[src/rtl/atapi_seq_pkg.sv]
// Shared encodings for the packet read sequencer.
// Assumes a register file with 3-bit addresses and 8-bit command codes.
package atapi_seq_pkg;
    typedef enum logic [1:0] {
        ST_IDLE = 2'd0,
        ST_PKT  = 2'd1,
        ST_PREP = 2'd2,
        ST_XFER = 2'd3
    } seq_state_t;

    localparam logic [7:0] OPC_PACKET = 8'hA0;
    localparam logic [7:0] OPC_READ10 = 8'h28;

    localparam logic [2:0] RA_DATA = 3'd0;
    localparam logic [2:0] RA_FEAT = 3'd1;
    localparam logic [2:0] RA_LIML = 3'd4;
    localparam logic [2:0] RA_LIMH = 3'd5;
    localparam logic [2:0] RA_CMD  = 3'd7;
endpackage

[src/rtl/pkt_capture.sv]
// Collects the command packet word by word and exposes the decoded
// READ(10) fields. Assumes PKT_WORDS >= 5 so that every field is present.
module pkt_capture #(
    parameter int PKT_WORDS = 6
) (
    input  logic        clk,
    input  logic        rst_n,
    input  logic        clear,
    input  logic        wr_en,
    input  logic [15:0] wdata,
    output logic        full,
    output logic [7:0]  opcode,
    output logic [31:0] lba,
    output logic [15:0] count
);
    localparam int IDX_W = $clog2(PKT_WORDS + 1);

    logic [IDX_W-1:0] idx_q;
    logic [15:0]      pkt_q [PKT_WORDS];

    assign full = (idx_q == IDX_W'(PKT_WORDS));

    // Word pointer: restarts on a new command, advances per accepted word.
    always_ff @(posedge clk) begin
        if (!rst_n)                idx_q <= '0;
        else if (clear)            idx_q <= '0;
        else if (wr_en && !full)   idx_q <= idx_q + 1'b1;
    end

    // One holding register per packet word.
    for (genvar g = 0; g < PKT_WORDS; g++) begin : g_word
        always_ff @(posedge clk) begin
            if (wr_en && !full && idx_q == IDX_W'(g)) pkt_q[g] <= wdata;
        end
    end

    // Field extraction: words are little-endian, fields big-endian.
    assign opcode = pkt_q[0][7:0];
    assign lba    = {pkt_q[1][7:0], pkt_q[1][15:8], pkt_q[2][7:0], pkt_q[2][15:8]};
    assign count  = {pkt_q[3][15:8], pkt_q[4][7:0]};


    idx_bound_chk: assert property (@(posedge clk) disable iff (!rst_n)
        idx_q <= IDX_W'(PKT_WORDS));
endmodule

[src/rtl/burst_sizer.sv]
// Picks the next burst length in words: the smaller of the words still
// owed and the even-trimmed limit. Assumes TOT_W > 15.
module burst_sizer #(
    parameter int TOT_W = 26
) (
    input  logic [TOT_W-1:0] remain,
    input  logic [14:0]      lim_words,
    output logic [14:0]      burst
);
    // Minimum of remaining words and limit words.
    always_comb begin
        if (remain < TOT_W'(lim_words)) burst = remain[14:0];
        else                            burst = lim_words;
    end
endmodule

[src/rtl/pattern_gen.sv]
// Produces the deterministic data word for a block number and word index.
// Assumes WIB_W < 16.
module pattern_gen #(
    parameter int WIB_W = 10
) (
    input  logic [31:0]      blk,
    input  logic [WIB_W-1:0] widx,
    output logic [15:0]      word
);
    assign word = {blk[15-WIB_W:0], widx};
endmodule

[src/rtl/atapi_pio_seq.sv]
// Device-side sequencer for a packet command with a PIO data phase.
// Accepts a READ(10) packet and returns blocks in limit-sized bursts,
// each announced by an interrupt. Assumes BLOCK_WORDS is a power of two
// and that the host reads status before it reads each burst.
module atapi_pio_seq
    import atapi_seq_pkg::*;
#(
    parameter int BLOCK_WORDS = 1024,
    parameter int PKT_WORDS   = 6
) (
    input  logic        clk,
    input  logic        rst_n,
    input  logic        host_we,
    input  logic        host_re,
    input  logic [2:0]  host_addr,
    input  logic [15:0] host_wdata,
    output logic [15:0] host_rdata,
    output logic        irq
);
    localparam int WIB_W = $clog2(BLOCK_WORDS);
    localparam int TOT_W = 16 + WIB_W;

    seq_state_t       state_q;
    logic [7:0]       feat_q, liml_q, limh_q;
    logic [14:0]      lim_words_q, burst_left_q, burst_sz;
    logic [TOT_W-1:0] total_left_q, total_calc;
    logic [31:0]      blk_q;
    logic [WIB_W-1:0] wib_q;
    logic             err_q, irq_q;
    logic             pkt_full;
    logic [7:0]       pkt_opcode;
    logic [31:0]      pkt_lba;
    logic [15:0]      pkt_count, lim_in, pat_word;
    logic             wr_cmd, wr_data, rd_data, rd_stat, cmd_go, lim_bad;
    logic             bsy, drq;

    assign wr_cmd  = host_we && host_addr == RA_CMD;
    assign wr_data = host_we && host_addr == RA_DATA;
    assign rd_data = host_re && host_addr == RA_DATA;
    assign rd_stat = host_re && host_addr == RA_CMD;
    assign cmd_go  = wr_cmd && host_wdata[7:0] == OPC_PACKET && state_q == ST_IDLE;
    assign lim_in  = {limh_q, liml_q};
    assign lim_bad = lim_in < 16'd2;
    assign total_calc = {pkt_count, {WIB_W{1'b0}}};

    pkt_capture #(.PKT_WORDS(PKT_WORDS)) pkt_i (
        .clk(clk), .rst_n(rst_n), .clear(cmd_go),
        .wr_en(wr_data && state_q == ST_PKT), .wdata(host_wdata),
        .full(pkt_full), .opcode(pkt_opcode), .lba(pkt_lba), .count(pkt_count)
    );

    burst_sizer #(.TOT_W(TOT_W)) size_i (
        .remain(total_left_q), .lim_words(lim_words_q), .burst(burst_sz)
    );

    pattern_gen #(.WIB_W(WIB_W)) pat_i (
        .blk(blk_q), .widx(wib_q), .word(pat_word)
    );

    // Host-programmed parameter registers.
    always_ff @(posedge clk) begin
        if (!rst_n) begin
            feat_q <= '0; liml_q <= '0; limh_q <= '0;
        end else if (host_we) begin
            if (host_addr == RA_FEAT) feat_q <= host_wdata[7:0];
            if (host_addr == RA_LIML) liml_q <= host_wdata[7:0];
            if (host_addr == RA_LIMH) limh_q <= host_wdata[7:0];
        end
    end

    // Command sequencing, data position tracking and interrupt flag.
    always_ff @(posedge clk) begin
        if (!rst_n) begin
            state_q <= ST_IDLE; err_q <= 1'b0; irq_q <= 1'b0;
            lim_words_q <= '0; total_left_q <= '0; burst_left_q <= '0;
            blk_q <= '0; wib_q <= '0;
        end else begin
            if (rd_stat) irq_q <= 1'b0;
            case (state_q)
                ST_IDLE: if (cmd_go) begin
                    err_q       <= 1'b0;
                    lim_words_q <= lim_in[15:1];
                    if (lim_bad || feat_q[0]) begin
                        err_q <= 1'b1;
                        irq_q <= 1'b1;
                    end else begin
                        state_q <= ST_PKT;
                    end
                end
                ST_PKT: if (pkt_full) begin
                    if (pkt_opcode != OPC_READ10) begin
                        err_q   <= 1'b1;
                        irq_q   <= 1'b1;
                        state_q <= ST_IDLE;
                    end else if (pkt_count == 16'd0) begin
                        irq_q   <= 1'b1;
                        state_q <= ST_IDLE;
                    end else begin
                        total_left_q <= total_calc;
                        blk_q        <= pkt_lba;
                        wib_q        <= '0;
                        state_q      <= ST_PREP;
                    end
                end
                ST_PREP: begin
                    burst_left_q <= burst_sz;
                    irq_q        <= 1'b1;
                    state_q      <= ST_XFER;
                end
                ST_XFER: if (rd_data) begin
                    total_left_q <= total_left_q - 1'b1;
                    burst_left_q <= burst_left_q - 1'b1;
                    if (wib_q == WIB_W'(BLOCK_WORDS - 1)) begin
                        wib_q <= '0;
                        blk_q <= blk_q + 1'b1;
                    end else begin
                        wib_q <= wib_q + 1'b1;
                    end
                    if (total_left_q == TOT_W'(1)) begin
                        irq_q   <= 1'b1;
                        state_q <= ST_IDLE;
                    end else if (burst_left_q == 15'd1) begin
                        state_q <= ST_PREP;
                    end
                end
                default: state_q <= ST_IDLE;
            endcase
        end
    end

    assign bsy = (state_q == ST_PREP) || (state_q == ST_PKT && pkt_full);
    assign drq = (state_q == ST_XFER) || (state_q == ST_PKT && !pkt_full);
    assign irq = irq_q;

    // Read multiplexer for the host register file.
    always_comb begin
        case (host_addr)
            RA_DATA: host_rdata = (state_q == ST_XFER) ? pat_word : 16'd0;
            RA_FEAT: host_rdata = {8'd0, feat_q};
            RA_LIML: host_rdata = {8'd0, liml_q};
            RA_LIMH: host_rdata = {8'd0, limh_q};
            RA_CMD:  host_rdata = {8'd0, bsy, 1'b1, 2'b00, drq, 2'b00, err_q};
            default: host_rdata = 16'd0;
        endcase
    end


    bsy_drq_excl_chk: assert property (@(posedge clk) disable iff (!rst_n)
        !(bsy && drq));

    err_no_drq_chk: assert property (@(posedge clk) disable iff (!rst_n)
        err_q |-> !drq);

    burst_le_limit_chk: assert property (@(posedge clk) disable iff (!rst_n)
        state_q == ST_XFER |-> (burst_left_q <= lim_words_q && burst_left_q != 15'd0));

    total_dec_chk: assert property (@(posedge clk) disable iff (!rst_n)
        (state_q == ST_XFER && rd_data) |=> total_left_q == $past(total_left_q) - 1'b1);

    irq_clear_chk: assert property (@(posedge clk) disable iff (!rst_n)
        (state_q == ST_XFER && rd_stat) |=> !irq_q);

    ignore_cmd_chk: assert property (@(posedge clk) disable iff (!rst_n)
        (wr_cmd && host_wdata[7:0] != OPC_PACKET && state_q == ST_IDLE)
        |=> (state_q == ST_IDLE && $stable(err_q)));
endmodule

[config.mk]
export PLATFORM = sky130hd
export DESIGN_NAME = atapi_pio_seq
export DESIGN_NICKNAME = d
export VERILOG_FILES = /design/src/rtl/atapi_seq_pkg.sv /design/src/rtl/pkt_capture.sv /design/src/rtl/burst_sizer.sv /design/src/rtl/pattern_gen.sv /design/src/rtl/atapi_pio_seq.sv
export SDC_FILE = /design/constraint.sdc
export NUM_CORES = 1
export LEC_CHECK = 0
export ABC_AREA = 1
export CAP_MARGIN = 40
export CELL_PAD_IN_SITES_DETAIL_PLACEMENT = 0
export CELL_PAD_IN_SITES_GLOBAL_PLACEMENT = 1
export CORE_ASPECT_RATIO = 1.4
export CORE_MARGIN = 2
export CORE_UTILIZATION = 42
export CTS_CLUSTER_SIZE = 20
export DETAILED_ROUTE_END_ITERATION = 8
export DONT_BUFFER_PORTS = 1
export PLACE_DENSITY = 0.87
export SLEW_MARGIN = 20
export SYNTH_ARGS = -nofsm -noshare
export SYNTH_HDL_FRONTEND = slang
export SYNTH_SLANG_ARGS = --single-unit
export TNS_END_PERCENT = 5
[constraint.sdc]
create_clock -name clk -period 2.1 [get_ports clk]
set_input_delay 0.105 -clock clk [delete_from_list [all_inputs] [get_ports clk]]
set_output_delay 0.105 -clock clk [all_outputs]
set_load 0.05 [all_outputs]
==> results of run 1 <==
==> state kept, by name, indices dropped and copies added, names as in the netlist, 2 cells and up <==
name,count
lim_words_q,15
wib_q,10
limh_q,8
burst_left_q,15
state_q,2
pkt_i.pkt_q,30
feat_q,8
pkt_i.idx_q,3
liml_q,8
total_left_q,26
blk_q,6
==> synth_stat cells, types with 2 or more instances <==
cell type	instances
buf_6	3
a31oi_1	3
o2111ai_1	2
a21oi_1	79
xor2_1	16
buf_4	3
a211oi_1	15
nor2_2	4
o21ai_2	9
nand3_1	74
dfxtp_1	103
o22ai_1	2
xnor2_1	3
clkinv_1	3
inv_1	128
nand2_1	210
nor3_1	12
nor4_1	2
or2_2	3
a221oi_1	2
nand4_1	21
nor2_4	5
inv_2	7
clkbuf_1	22
buf_1	2
edfxtp_1	30
ha_1	24
buf_2	9
or2_0	2
nand2_2	12
a21oi_2	9
nor2_1	143
o221ai_1	4
o211ai_1	11
a22oi_1	4
o21ai_0	61
o21ai_1	8
==> cells in the final DEF (no fill, tap or decap), drive strengths merged <==
cell type,n
clkinvlp,3
and2,1
nand4,22
o21bai,1
o2111ai,2
o22ai,2
a21oi,88
dfxtp,103
nand2,223
clkinv,10
a211oi,15
nor3,14
a221oi,2
clkbuf,18
or2,5
nor2,152
bufinv,1
o221ai,4
buf,54
a22oi,4
xor2,16
o211ai,11
inv,140
o21ai,78
a31oi,3
edfxtp,30
xnor2,3
ha,24
nor4,2
nand3,74
and3,1
o31ai,1
dlygate4sd3,20
a21o,1
nand3b,1
==> what timing repair did <==
item	CTS	global route
setup endpoints to repair	9	38
pin swaps	0	1
hold buffers	21	0
buffers inserted	0	3
resized for setup	2	10
endpoints found under the hold margin	84	0
==> power groups by stage <==
stage / Combinational (mW) / Sequential [mW] / Clock (mW)
after floorplan: 6.56 / 3.31 / 0
after global placement: 8.02 / 3.40 / 0
after detailed placement: 8.06 / 3.39 / 0
after CTS: 8.19 / 3.34 / 2.87
after global routing: 9.40 / 3.40 / 2.97
final: 8.38 / 3.35 / 2.83
==> cells by family after synthesis <==
family,Yosys count,share of synthesized area (%)
AO/OA/AOI/OAI,212,16.47
XOR/XNOR,19,2.197
adder cells (fa/ha/maj),24,3.964
buffers and inverters,180,9.779
flip-flops,133,39.11
AND/OR/NAND/NOR,495,28.48
==> worst register-to-register path: cells and delay by family, from the launching register on <==
family                     cells  cell delay, ns
adders and majority gates      1            0.17
DFF                            1            0.32
and+or+nand+nor                5            0.54
buffers and inverters          3            0.39
AOI/OAI and AO/OA              2            0.47
==> layout make-up <==
type	instances	area, sq um
Timing Repair Buffer	74	659.4
Inverter	140	529.3
Tap cell	240	300.3
Clock buffer	18	429.2
Fill cell	1800	8931
Multi-Input combinational cell	750	3909
Sequential cell	133	2967
Clock inverter	14	127.6
==> metrics by stage <==
step           TNS, ns  cells  hold WS [ns]  setup slack (ns)
6_report             0   1369       0.01382           0.03404
5_1_grt        -0.1530   1369       0.03137          -0.03638
3_3_place_gp         0   1313        0.2040           0.05595
4_1_cts              0   1366       0.01032           0.05824
3_5_place_dp         0   1313        0.2040           0.03884
2_1_floorplan  -0.8798   1063        0.2039          -0.05533
==> how the worst max path moves through the flow <==
stage	to	cells past startpoint	start	slack (ns)
2_1_floorplan	host_rdata[0]	5	state_q[1]$_SDFFE_PN0P_	-0.06
5_1_grt	total_left_q[4]$_SDFFE_PN0P_	11	pkt_i.idx_q[0]$_SDFFE_PP0P_	-0.04
6_report	host_rdata[3]	8	pkt_i.idx_q[0]$_SDFFE_PP0P_	0.03
4_1_cts	host_rdata[8]	6	state_q[0]$_SDFFE_PN0P_	0.06
3_3_place_gp	pkt_i.pkt_q[0][0]$_DFFE_PP_	10	pkt_i.idx_q[0]$_SDFFE_PP0P_	0.06
3_5_place_dp	pkt_i.pkt_q[0][1]$_DFFE_PP_	10	pkt_i.idx_q[0]$_SDFFE_PP0P_	0.04
==> metal layers <==
layer  vias to the layer above  GRT usage [%]  part of all wire (%)
li1                       3617              -                     -
met1                      3247          25.54                    41
met2                       191          41.25                    50
met3                        65          3.641                   4.2
met4                         0          12.38                   5.1
met5                         -              0                     0
==> impl_metrics.env, run 1 <==
export IMPL_status="finished, final reports clean"
export IMPL_power_leakage_nw=3.770
export IMPL_core_area_sq_mm=0.01785
export IMPL_r2r_start="pkt_i.idx_q[0]$_SDFFE_PP0P_"
export IMPL_yosys_area_top_type="dfxtp_1"
export IMPL_hold_viol=0
export IMPL_drcViolationCount=0
export IMPL_synth_async_reset_ratio_pct=0
export IMPL_drt_iter0_markers=399
export IMPL_num_nets_final=1163
export IMPL_tritoncts="built"
export IMPL_cpMostUsedCell="inv_1"
export IMPL_rows=58
export IMPL_cp_required_ns=2.00
export IMPL_p_int_mw=7.399
export IMPL_p_sw_share_pct=49.16
export IMPL_min_to="wib_q[6]$_SDFFE_PN0P_"
export IMPL_first_pass_iters=5
export IMPL_synth_edf_count=30
export IMPL_p_comb_share_pct=57.6
export IMPL_pin_count=40
export IMPL_p_per_area_mw_per_mm2=1631
export IMPL_path_clk_slew_ns=0.06
export IMPL_grt_overflow=0
export IMPL_ys_warn_count=0
export IMPL_hold_depth=3
export IMPL_cpPeakStageDelay_ns=0.32
export IMPL_path_buf_inv=3
export IMPL_yosys_top_cells_area="dfxtp_1 27%, edfxtp_1 12%, nand2_1 10%"
export IMPL_initial_core_util_pct=42.43
export IMPL_grt_pass1_vias=6962
export IMPL_peakVddDrop_v=0.001019
export IMPL_seq_power_share_pct=23.0
export IMPL_min_from="rst_n"
export IMPL_netlist_area_sq_mm=0.007575
export IMPL_h_tree_depth=4
export IMPL_cts_buffer_depth=2
export IMPL_crit_path_max_fanout=3
export IMPL_clkSinkCount=133
export IMPL_crit_path_end_kind="output pin"
export IMPL_slowest_stage="dfxtp_2"
export IMPL_maxCapViolations=0
export IMPL_cts_buffers_inserted=17
export IMPL_die_w_um=117.5
export IMPL_ys_seq_elements=133
export IMPL_rsz0062_at_grt="true"
export IMPL_fin_util_pct=49.97
export IMPL_synth_seq_area_share_pct=39.11
export IMPL_synth_cell_type_count=50
export IMPL_io_buffer_count=0
export IMPL_setup_viol=0
export IMPL_p_clk_share_pct=19.4
export IMPL_cts_root_buf="clkbuf_16"
export IMPL_slew_headroom_pct=62.25
export IMPL_reg2regPathDepth=11
export IMPL_vias=7120
export IMPL_grt_pass1_wl_mm=34.49
export IMPL_synth_cells=1063
export IMPL_dpl_cell_area_sq_mm=0.008077
export IMPL_slew_violations=0
export IMPL_max_freq_mhz=484.0
export IMPL_fin_crit_sh_pct=98.38
export IMPL_die_area_sq_mm=0.01914
export IMPL_power_mw=14.55
export IMPL_dominantRegCellSynth="dfxtp_1"
export IMPL_wirelength_mm=21.20
export IMPL_crit_type="flip-flop to output pin"
export IMPL_crit_chain="inv_1 > ha_1 > nand2_1 > inv_1 > nor2_4 > o21ai_1 > o2111ai_2 > buf_12"
export IMPL_r2r_end="total_left_q[3]$_SDFFE_PN0P_"
export IMPL_layout_drive_gt1_share_pct=13.02
export IMPL_synth_area_per_cell_sq_um=7.126
export IMPL_critPathArrivalTime_ns=1.96
export IMPL_skew_ns=0.01305
export IMPL_finalInstanceArea_sq_mm=0.008921
export IMPL_rrSetupSlack_ns=0.07
export IMPL_critPathLaunchType="flip-flop"
export IMPL_worstMarginPinSlew_ns=0.5641
export IMPL_die_h_um=162.9
export IMPL_grt_start_max_net_pins=45
export IMPL_vias_per_cell=5.201
export IMPL_syn_nets=1110
export IMPL_p_switching_mw=7.154
export IMPL_wire_per_inst_um=15.49
export IMPL_place_congestion=0.9019
export IMPL_area_growth_pct=17.77
export IMPL_num_antenna_cells=0
export IMPL_dp_hpwl_mm=15.42
export IMPL_clock_latency_ns=0.42
export IMPL_synth_top_area_share_pct=27.22
export IMPL_antenna_found_initial=0
export IMPL_grtUsageTotal_pct=22.76
export IMPL_holdCritPathClass="primary input to flip-flop"
export IMPL_min_period_ns=2.066
export IMPL_postRouteAntennaNets=0
export IMPL_critical_path_top_delay_family="compound AO/OA/AOI/OAI gates"
Note: power is estimated with default switching activity, not from simulation.
==> inputs of run 2 (changes only) <==
- MAX_ROUTING_LAYER: default -> met4
- RECOVER_POWER: default -> 25
- SLEW_MARGIN: 20 -> default
==> run 2 against run 1 <==
  * Global-route usage increased by 0.67 points
  * Register-to-register slack about the same
  * Maximum frequency about the same
  * Cell count unchanged
  * Critical path depth unchanged
  * First-iteration DRC count increased by 9.0%
  * Combinational power about the same
  * Hold slack got worse by 0.0017 ns
  * Core utilization decreased by 0.063 points
  * Power increased by 0.18%
  * Clock skew about the same
  * Critical endpoint unchanged
  * Largest power group unchanged
==> impl_metrics.env, run 2 (synthesized netlist as in run 1, its figures left out) <==
export IMPL_holdWs_ns=0.01215
export IMPL_cts_root_buf="clkbuf_16"
export IMPL_crit_chain="inv_1 > ha_1 > nand2_1 > inv_1 > nor2_4 > o21ai_1 > o2111ai_2 > buf_12"
export IMPL_grt_overflow=0
export IMPL_area_growth_pct=17.62
export IMPL_fin_crit_sh_pct=98.32
export IMPL_die_h_um=162.9
export IMPL_grt_pass1_wl_mm=34.51
export IMPL_min_period_ns=2.065
export IMPL_p_per_area_mw_per_mm2=1636
export IMPL_vias=7106
export IMPL_critical_path_top_delay_family="compound AO/OA/AOI/OAI gates"
export IMPL_wire_per_inst_um=15.54
export IMPL_io_buffer_count=0
export IMPL_power_leakage_nw=3.765
export IMPL_dpl_cell_area_sq_mm=0.008077
export IMPL_vias_per_cell=5.191
export IMPL_num_nets_final=1163
export IMPL_pin_count=40
export IMPL_critPathLaunchType="flip-flop"
export IMPL_regMostFlops="pkt_i.pkt_q"
export IMPL_cpPeakStageDelay_ns=0.32
export IMPL_slew_headroom_pct=64.24
export IMPL_place_congestion=0.9173
export IMPL_grt_start_max_net_pins=45
export IMPL_maxCapViolations=0
export IMPL_grt_pass1_vias=6947
export IMPL_drt_iter0_markers=435
export IMPL_path_buf_inv=3
export IMPL_skew_ns=0.01326
export IMPL_finalInstanceArea_sq_mm=0.008910
export IMPL_largest_reg_flops=30
export IMPL_drcViolationCount=0
export IMPL_cp_required_ns=2.00
export IMPL_crit_path_max_fanout=3
export IMPL_critPathArrivalTime_ns=1.96
export IMPL_layout_drive_gt1_share_pct=12.84
export IMPL_reg_largest_list="pkt_i.pkt_q x30, total_left_q x26"
export IMPL_rows=58
export IMPL_crit_type="flip-flop to output pin"
export IMPL_antenna_found_initial=0
export IMPL_crit_path_end_kind="output pin"
export IMPL_slowest_stage="dfxtp_2"
export IMPL_status="finished, final reports clean"
export IMPL_worstMarginPinSlew_ns=0.5344
export IMPL_final_cell_mix="210 x nand2_1, 144 x nor2_1, 128 x inv_1"
export IMPL_peakVddDrop_v=0.001032
export IMPL_cts_buffers_inserted=17
export IMPL_finalSetupTns_ns=0
export IMPL_grtUsageTotal_pct=23.43
export IMPL_rsz0062_at_grt="true"
export IMPL_tritoncts="built"
export IMPL_cpMostUsedCell="inv_1"
export IMPL_first_pass_iters=5
export IMPL_holdCritPathClass="primary input to flip-flop"
export IMPL_path_clk_slew_ns=0.07
export IMPL_wirelength_mm=21.27
export IMPL_hold_viol=0
export IMPL_max_freq_mhz=484.3
export IMPL_die_w_um=117.5
export IMPL_h_tree_depth=4
export IMPL_clock_latency_ns=0.42
export IMPL_dp_hpwl_mm=15.42
export IMPL_postRouteAntennaNets=0
export IMPL_clkSinkCount=133
export IMPL_layout_commonest_cell="nand2_1"
export IMPL_initial_core_util_pct=42.43
export IMPL_die_area_sq_mm=0.01914
export IMPL_core_area_sq_mm=0.01785
export IMPL_cts_buffer_depth=2
export IMPL_setup_viol=0
export IMPL_slew_violations=0
export IMPL_num_antenna_cells=0
==> run 2: changes by cell type in the layout (fill, tap and decap cells not counted) <==
| cell | delta |
|---|---|
| buf_4 | -1 |
| clkbuf_1 | +1 |
| nor2_1 | +1 |
| nor2_4 | -1 |
==> run 2: layout make-up <==
type | instances | area [sq um]
sequential | 133 | 2967
timing repair buffer | 74 | 655.6
multi-input combinational | 750 | 3901
clock buffer | 18 | 429.2
inverter | 140 | 529.3
fill | 1804 | 8942
tap | 240 | 300.3
clock inverter | 14 | 127.6
==> run 2: path summary, 6_finish.rpt <==
check / startpoint / end / cells past startpoint / slack (ns)
worst min register to register: liml_q[0]$_SDFFE_PN0P_ / liml_q[0]$_SDFFE_PN0P_ / 2 / 0.46
worst min-delay path: rst_n / blk_q[4]$_SDFFE_PN0P_ / 3 / 0.01
worst max register to register: pkt_i.idx_q[0]$_SDFFE_PP0P_ / total_left_q[3]$_SDFFE_PN0P_ / 11 / 0.08
worst max-delay path: pkt_i.idx_q[0]$_SDFFE_PP0P_ / host_rdata[3] / 8 / 0.04
==> run 2: per-stage QoR <==
step / setup WS (ns) / total power [mW] / std cells / util, %
3_3_place_gp: 0.05595 / 11.41 / 1313 / 45.24
6_report: 0.03522 / 14.58 / 1369 / 49.91
2_1_floorplan: -0.05533 / 9.866 / 1063 / -
5_1_grt: -0.03662 / 15.77 / 1369 / 49.91
3_5_place_dp: 0.03884 / 11.46 / 1313 / 45.24
4_1_cts: 0.05824 / 14.40 / 1366 / 49.62
==> run 2: report_power, final <==
part	switching [mW]	internal, mW	total [mW]
Sequential	0.380	2.97	3.35
Combinational	5.61	2.79	8.40
Clock	1.19	1.64	2.83
Total	7.18	7.40	14.6
==> run 2: repair_timing <==
item                       in CTS  in global routing
resized for setup               2                 10
buffers inserted                0                  3
hold buffers                   21                  0
setup endpoints to repair       9                 37
pin swaps                       0                  1
hold endpoints to repair       84                  0
==> run 2: worst register-to-register path, cell delays in order (launching register included) <==
cell,delay (ns)
dfxtp_2,0.32
inv_1,0.11
ha_1,0.17
nand2_1,0.07
inv_1,0.12
nor2_4,0.06
nor2_1,0.10
nand2_1,0.09
nor2_4,0.22
inv_4,0.17
o21ai_1,0.38
a21oi_1,0.08
==> run 2: routing by layer <==
metal  wire [um]  GRT usage [%]  vias to the layer above
met2       10640          41.23                      190
met3         816          3.571                       68
li1            -              -                     3611
met4        1079          12.38                        0
met1        8735          25.61                     3237
met5           0              -                        -
